[src/rtl/pbus_cfg_write.sv]
module pbus_cfg_write #(
  parameter int REG_W  = 12,
  parameter int BYTE_W = 8,
  parameter int SYNC_N = 2
) (
  input  logic             clk,
  input  logic             rst,
  input  logic             wide_i,
  input  logic             cs_n_i,
  input  logic             wr_n_i,
  input  logic [REG_W-1:0] bus_i,
  input  logic             err_clr_i,
  output logic [REG_W-1:0] cfg_o,
  output logic             cfg_upd_o,
  output logic             proto_err_o
);
  localparam int HI_W = REG_W - BYTE_W;

  logic [SYNC_N-1:0]            cs_sync, wr_sync, wide_sync;
  logic [SYNC_N-1:0][REG_W-1:0] bus_pipe;
  logic [REG_W-1:0]             hold;
  logic [BYTE_W-1:0]            stage;
  logic                         act_q;

  always_ff @(posedge clk) begin
    if (rst) begin
      cs_sync   <= '1;
      wr_sync   <= '1;
      wide_sync <= '0;
      bus_pipe  <= '0;
    end else begin
      cs_sync   <= {cs_sync[SYNC_N-2:0], cs_n_i};
      wr_sync   <= {wr_sync[SYNC_N-2:0], wr_n_i};
      wide_sync <= {wide_sync[SYNC_N-2:0], wide_i};
      bus_pipe  <= {bus_pipe[SYNC_N-2:0], bus_i};
    end
  end

  wire act    = ~cs_sync[SYNC_N-1] & ~wr_sync[SYNC_N-1];
  wire wide   = wide_sync[SYNC_N-1];
  wire cap    = act_q & ~act;
  wire sel_hi = hold[BYTE_W];
  wire cap_wd = cap & wide;
  wire cap_lo = cap & ~wide & ~sel_hi;
  wire cap_hi = cap & ~wide & sel_hi;
  wire hi_bad = cap_hi & (|hold[BYTE_W-1:HI_W]);

  always_ff @(posedge clk) begin
    if (rst) begin
      act_q       <= 1'b0;
      hold        <= '0;
      stage       <= '0;
      cfg_o       <= '0;
      cfg_upd_o   <= 1'b0;
      proto_err_o <= 1'b0;
    end else begin
      act_q     <= act;
      cfg_upd_o <= cap_wd | cap_hi;
      if (act)    hold  <= bus_pipe[SYNC_N-1];
      if (cap_lo) stage <= hold[BYTE_W-1:0];
      if (cap_wd) cfg_o <= hold;
      else if (cap_hi) cfg_o <= {hold[HI_W-1:0], stage};
      if (hi_bad) proto_err_o <= 1'b1;
      else if (err_clr_i) proto_err_o <= 1'b0;
    end
  end

  p_upd_single_r9: assert property (@(posedge clk) disable iff (rst)
    cfg_upd_o |=> !cfg_upd_o);
  p_cfg_moves_with_upd_r3: assert property (@(posedge clk) disable iff (rst)
    (cfg_o != $past(cfg_o)) |-> cfg_upd_o);
  p_err_sticky_r5: assert property (@(posedge clk) disable iff (rst)
    (proto_err_o && !err_clr_i) |=> proto_err_o);
  p_err_clear_r6: assert property (@(posedge clk) disable iff (rst)
    (err_clr_i && !hi_bad) |=> !proto_err_o);
  p_err_source_r5: assert property (@(posedge clk) disable iff (rst)
    $rose(proto_err_o) |-> $past(cap_hi));
  p_upd_needs_strobe_r7: assert property (@(posedge clk) disable iff (rst)
    $rose(cfg_upd_o) |-> $past(act_q));
  p_reset_r1: assert property (@(posedge clk)
    $past(rst) |-> (cfg_o == '0 && !cfg_upd_o && !proto_err_o));
endmodule

[config.mk]
export PLATFORM = sky130hd
export DESIGN_NAME = pbus_cfg_write
export DESIGN_NICKNAME = d
export VERILOG_FILES = /design/src/rtl/pbus_cfg_write.sv
export SDC_FILE = /design/constraint.sdc
export NUM_CORES = 1
export LEC_CHECK = 0
export BUFFER_PORTS_ARGS = -buffer_cell sky130_fd_sc_hd__buf_4
export CAP_MARGIN = 20
export CELL_PAD_IN_SITES_DETAIL_PLACEMENT = 1
export CELL_PAD_IN_SITES_GLOBAL_PLACEMENT = 2
export CORE_UTILIZATION = 32
export DETAILED_ROUTE_END_ITERATION = 6
export PLACE_DENSITY_LB_ADDON = 0.1
export SLEW_MARGIN = 20
export SYNTH_ARGS = -nofsm -noshare
export SYNTH_HDL_FRONTEND = slang
export SYNTH_SLANG_ARGS = --single-unit
[constraint.sdc]
create_clock -name clk -period 1.2 [get_ports clk]
set_clock_uncertainty 0.05 [all_clocks]
set_input_delay 0.12 -clock clk [delete_from_list [all_inputs] [get_ports clk]]
set_output_delay 0.12 -clock clk [all_outputs]
set_load 0.02 [all_outputs]
==> results_dict.tcl <==
set metrics [dict create \
    drt_pass1_iterations 4 \
    fp-row-count 30 \
    ys_warn_count 0 \
    top_layer "met4" \
    grt-ovfl-total 0 \
    clk_pin_slew_ps 80 \
    cts_tree "built" \
    status "finished with violations" \
    p_per_area_mw_per_mm2 1390 \
    wl_met3_um 153 \
    cts_buffers 9 \
    die_h_um 87.2 \
    min-delay-start "err_clr_i" \
    dr_wl_met2_um 2070 \
    syn_inst 230 \
    min_path_cells 3 \
    die_width_um 87.2 \
    syn_to_final_growth_pct 36.6 \
    insertion_delay_ps 340 \
    viasPerCell 4.41 \
    finalCritPeriodShare_pct 102 \
    grt_max_degree 35 \
    max_slew_margin_pct 73.7 \
    grt_first_pass_wirelength_um 8070 \
    fmax_mhz 817 \
    n_antenna_cell 0 \
    r2r_start "wide_sync[1]$_SDFF_PP0_" \
    tightest_slew_ps 391 \
    wire_per_inst_um 12.0 \
    cp_slowest_cell "dfxtp_2" \
    start_util_pct 33.6 \
    cp.arrival_ps 1410 \
    yosys_register_bits 65 \
    synth-xor-area-share_pct 0 \
    hold_ws_ps 30.2 \
    coreArea_mm2 0.00691 \
    cp.required_ps 1380 \
    rsz0062_at_grt "yes" \
    period_needed_ps 1220 \
    cap_violations 0 \
    p_leak_nw 1.24 \
    worstSetupPathType "flop to flop" \
    cts_root_buf "clkbuf_8" \
    r2r_cells 3 \
    dieArea_mm2 0.00760 \
    fin_ws_ps -23.7 \
    slowest_delay_ps 370 \
    synthMuxAreaShare_pct 3.45 \
    vias 1725 \
    drtIter0Drc 72 \
    cts_sinks 65 \
    htree_levels 3 \
    total_power_mw 4.41 \
    wl_met1_um 2370 \
    synth-compound-area-share_pct 9.60 \
    antenna_found_initial 0 \
    start_kind "flop" \
    cp_max_fo 8 \
    synth-simple-area-share_pct 27.3 \
    nets 308 \
    drive_gt1_share_pct 28.1 \
    hold_viol_final 0 \
    wirelength_um 4710 \
    critPathBufInv 1 \
    ctsLongestPathBuffers 2 \
    ioPinCount 32 \
    ys_seq_area_share_pct 56.1 \
    min_delay_worst_endpoint "proto_err_o$_SDFFE_PP0P_" \
    preCtsSetupSlack_ps -95.9 \
    grt_pass1_vias 1605 \
    ir_drop_uv 603 \
    synth_top_family_by_area "simple AND/OR/NAND/NOR gates" \
    worstSetupEndpointType "flop" \
    r2r-end "cfg_o[6]$_SDFFE_PP0P_" \
    synth_fp_nets 248 \
    hp-class "primary input to flop" \
    routabilityCongestion 0.674 \
    violations "setup timing" \
    drc 0 \
    timing.final.max_slew_violations 0 \
    ys_types 28 \
    setup_viol 11 \
    syn_area_per_cell_um2 10.1 \
    path_delay_family "compound AO/OA/AOI/OAI gates" \
    rrSetupSlack_ps -20 \
    ant_nets 0 \
    port_buffers 31 \
    synthAdderAreaFrac_pct 0 \
    syn-cell-area_mm2 0.00232 \
    cp_cell_sequence "o221a_2 -> buf_12 -> o22a_1" \
    post-dp-hpwl_um 3180 \
    grt_use_total_pct 14.3 \
]
[routing by layer]
| layer | up-vias | global-route usage, % |
|---|---|---|
| li1 | 888 | - |
| met1 | 794 | 18.2 |
| met2 | 33 | 21.9 |
| met3 | 10 | 4.27 |
| met4 | 0 | 7.60 |
| met5 | - | 0 |
[cells in the mapped netlist (all sizes together)]
cell,instances,area (um2)
a21oi,13,76.3
nand2b,17,106
nor4b,1,15.0
nor3,9,45.0
buf,10,60.1
nand2,28,105
o32ai,1,8.76
a311oi,2,23.8
dfxtp,65,1300
mux2i,8,80.1
o211ai,1,7.51
nor2,5,18.8
or3b,1,8.76
clkbuf,6,22.5
o221a,1,11.3
or2,5,31.3
nor3b,9,67.6
nor2b,36,225
o22a,9,78.8
nand3,1,5.00
nor4,1,6.26
o41ai,1,16.3
[worst register-to-register path: stages (launching register included)]
cell and delay [ps]:
dfxtp_2 370, o221a_2 340, buf_12 160, o22a_1 190
[flip-flops by register name (all words and copies together) (netlist names)]
register / flops
stage: 8
proto_err_o: 1
hold: 12
cfg_o: 12
act_q: 1
bus_pipe: 24
cfg_upd_o: 1
wide_sync: 2
cs_sync: 2
wr_sync: 2
[cell type report]
cell class | count | area [um2]
Clock buffer | 11 | 151
Multi-Input combinational cell | 149 | 961
Sequential cell | 65 | 1310
Tap cell | 96 | 120
Clock inverter | 5 | 62.6
Fill cell | 811 | 3740
Timing Repair Buffer | 65 | 567
[power breakdown]
part	leakage [nW]	switching (mW)	internal, mW
registers	0.531	0.0161	2.20
clock network	0.102	0.870	1.08
logic	0.610	0.0897	0.146
[per-stage QoR]
step | utilization [%] | std cells | instance area, um2 | setup TNS, ps
after CTS | 45.6 | 391 | 3150 | -186
after floorplan | - | 230 | 2320 | 0
after global placement | 40.1 | 360 | 2770 | -705
final | 45.9 | 391 | 3170 | -164
after detailed placement | 40.1 | 360 | 2770 | -1170
after global routing | 45.9 | 391 | 3170 | -1050
[placed cells by master (no fill, tap or decap)]
cell            n
nor4b_4         1
nand2_1        28
mux2i_1         8
dfxtp_2         3
buf_12          3
nor4_1          1
nor3_1          9
nor2_1          4
o41ai_2         1
nand3_2         1
bufinv_16       1
a311oi_2        1
or2_2           4
a311oi_1        1
dfxtp_1        61
o221a_2         1
buf_6           1
dlygate4sd3_1  15
clkinv_4        1
o211ai_1        1
nor2b_1        36
a21oi_1        12
nor2_2          1
dfxtp_4         1
clkinvlp_4      2
buf_4          46
a21oi_4         1
o32ai_2         1
inv_6           1
or2_1           1
clkbuf_8       11
or3b_2          1
nand2b_1       17
nor3b_1         9
o22a_1          9
[worst max-delay path by stage]
stage	startpoint	end	slack, ps	depth (start not counted)
2_1_floorplan	wr_sync[1]$_SDFF_PP1_	cfg_o[0]$_SDFFE_PP0P_	60	4
3_3_place_gp	hold[8]$_SDFFE_PP0P_	stage[7]$_SDFFE_PP0P_	-80	3
3_5_place_dp	hold[8]$_SDFFE_PP0P_	stage[5]$_SDFFE_PP0P_	-100	3
4_1_cts	wide_sync[1]$_SDFF_PP0_	cfg_o[6]$_SDFFE_PP0P_	-20	3
5_1_grt	hold[8]$_SDFFE_PP0P_	stage[1]$_SDFFE_PP0P_	-80	3
6_report	wide_sync[1]$_SDFF_PP0_	cfg_o[6]$_SDFFE_PP0P_	-20	3
[repair_timing]
| action | in CTS | in global routing |
|---|---|---|
| gates resized for setup | 5 | 5 |
| hold endpoints to repair | 15 | 0 |
| hold buffers | 15 | 0 |
| setup endpoints to repair | 21 | 27 |
| setup buffers | 0 | 0 |
| pin swaps | 1 | 0 |
| cloned | 0 | 0 |
[kinds of logic after synthesis]
| family | after synthesis |
|---|---|
| AOI/OAI and AO/OA | 28 |
| muxes | 8 |
| DFF | 65 |
| and+or+nand+nor | 113 |
| buffers and inverters | 16 |
Note: power is estimated with default switching activity, not from simulation.
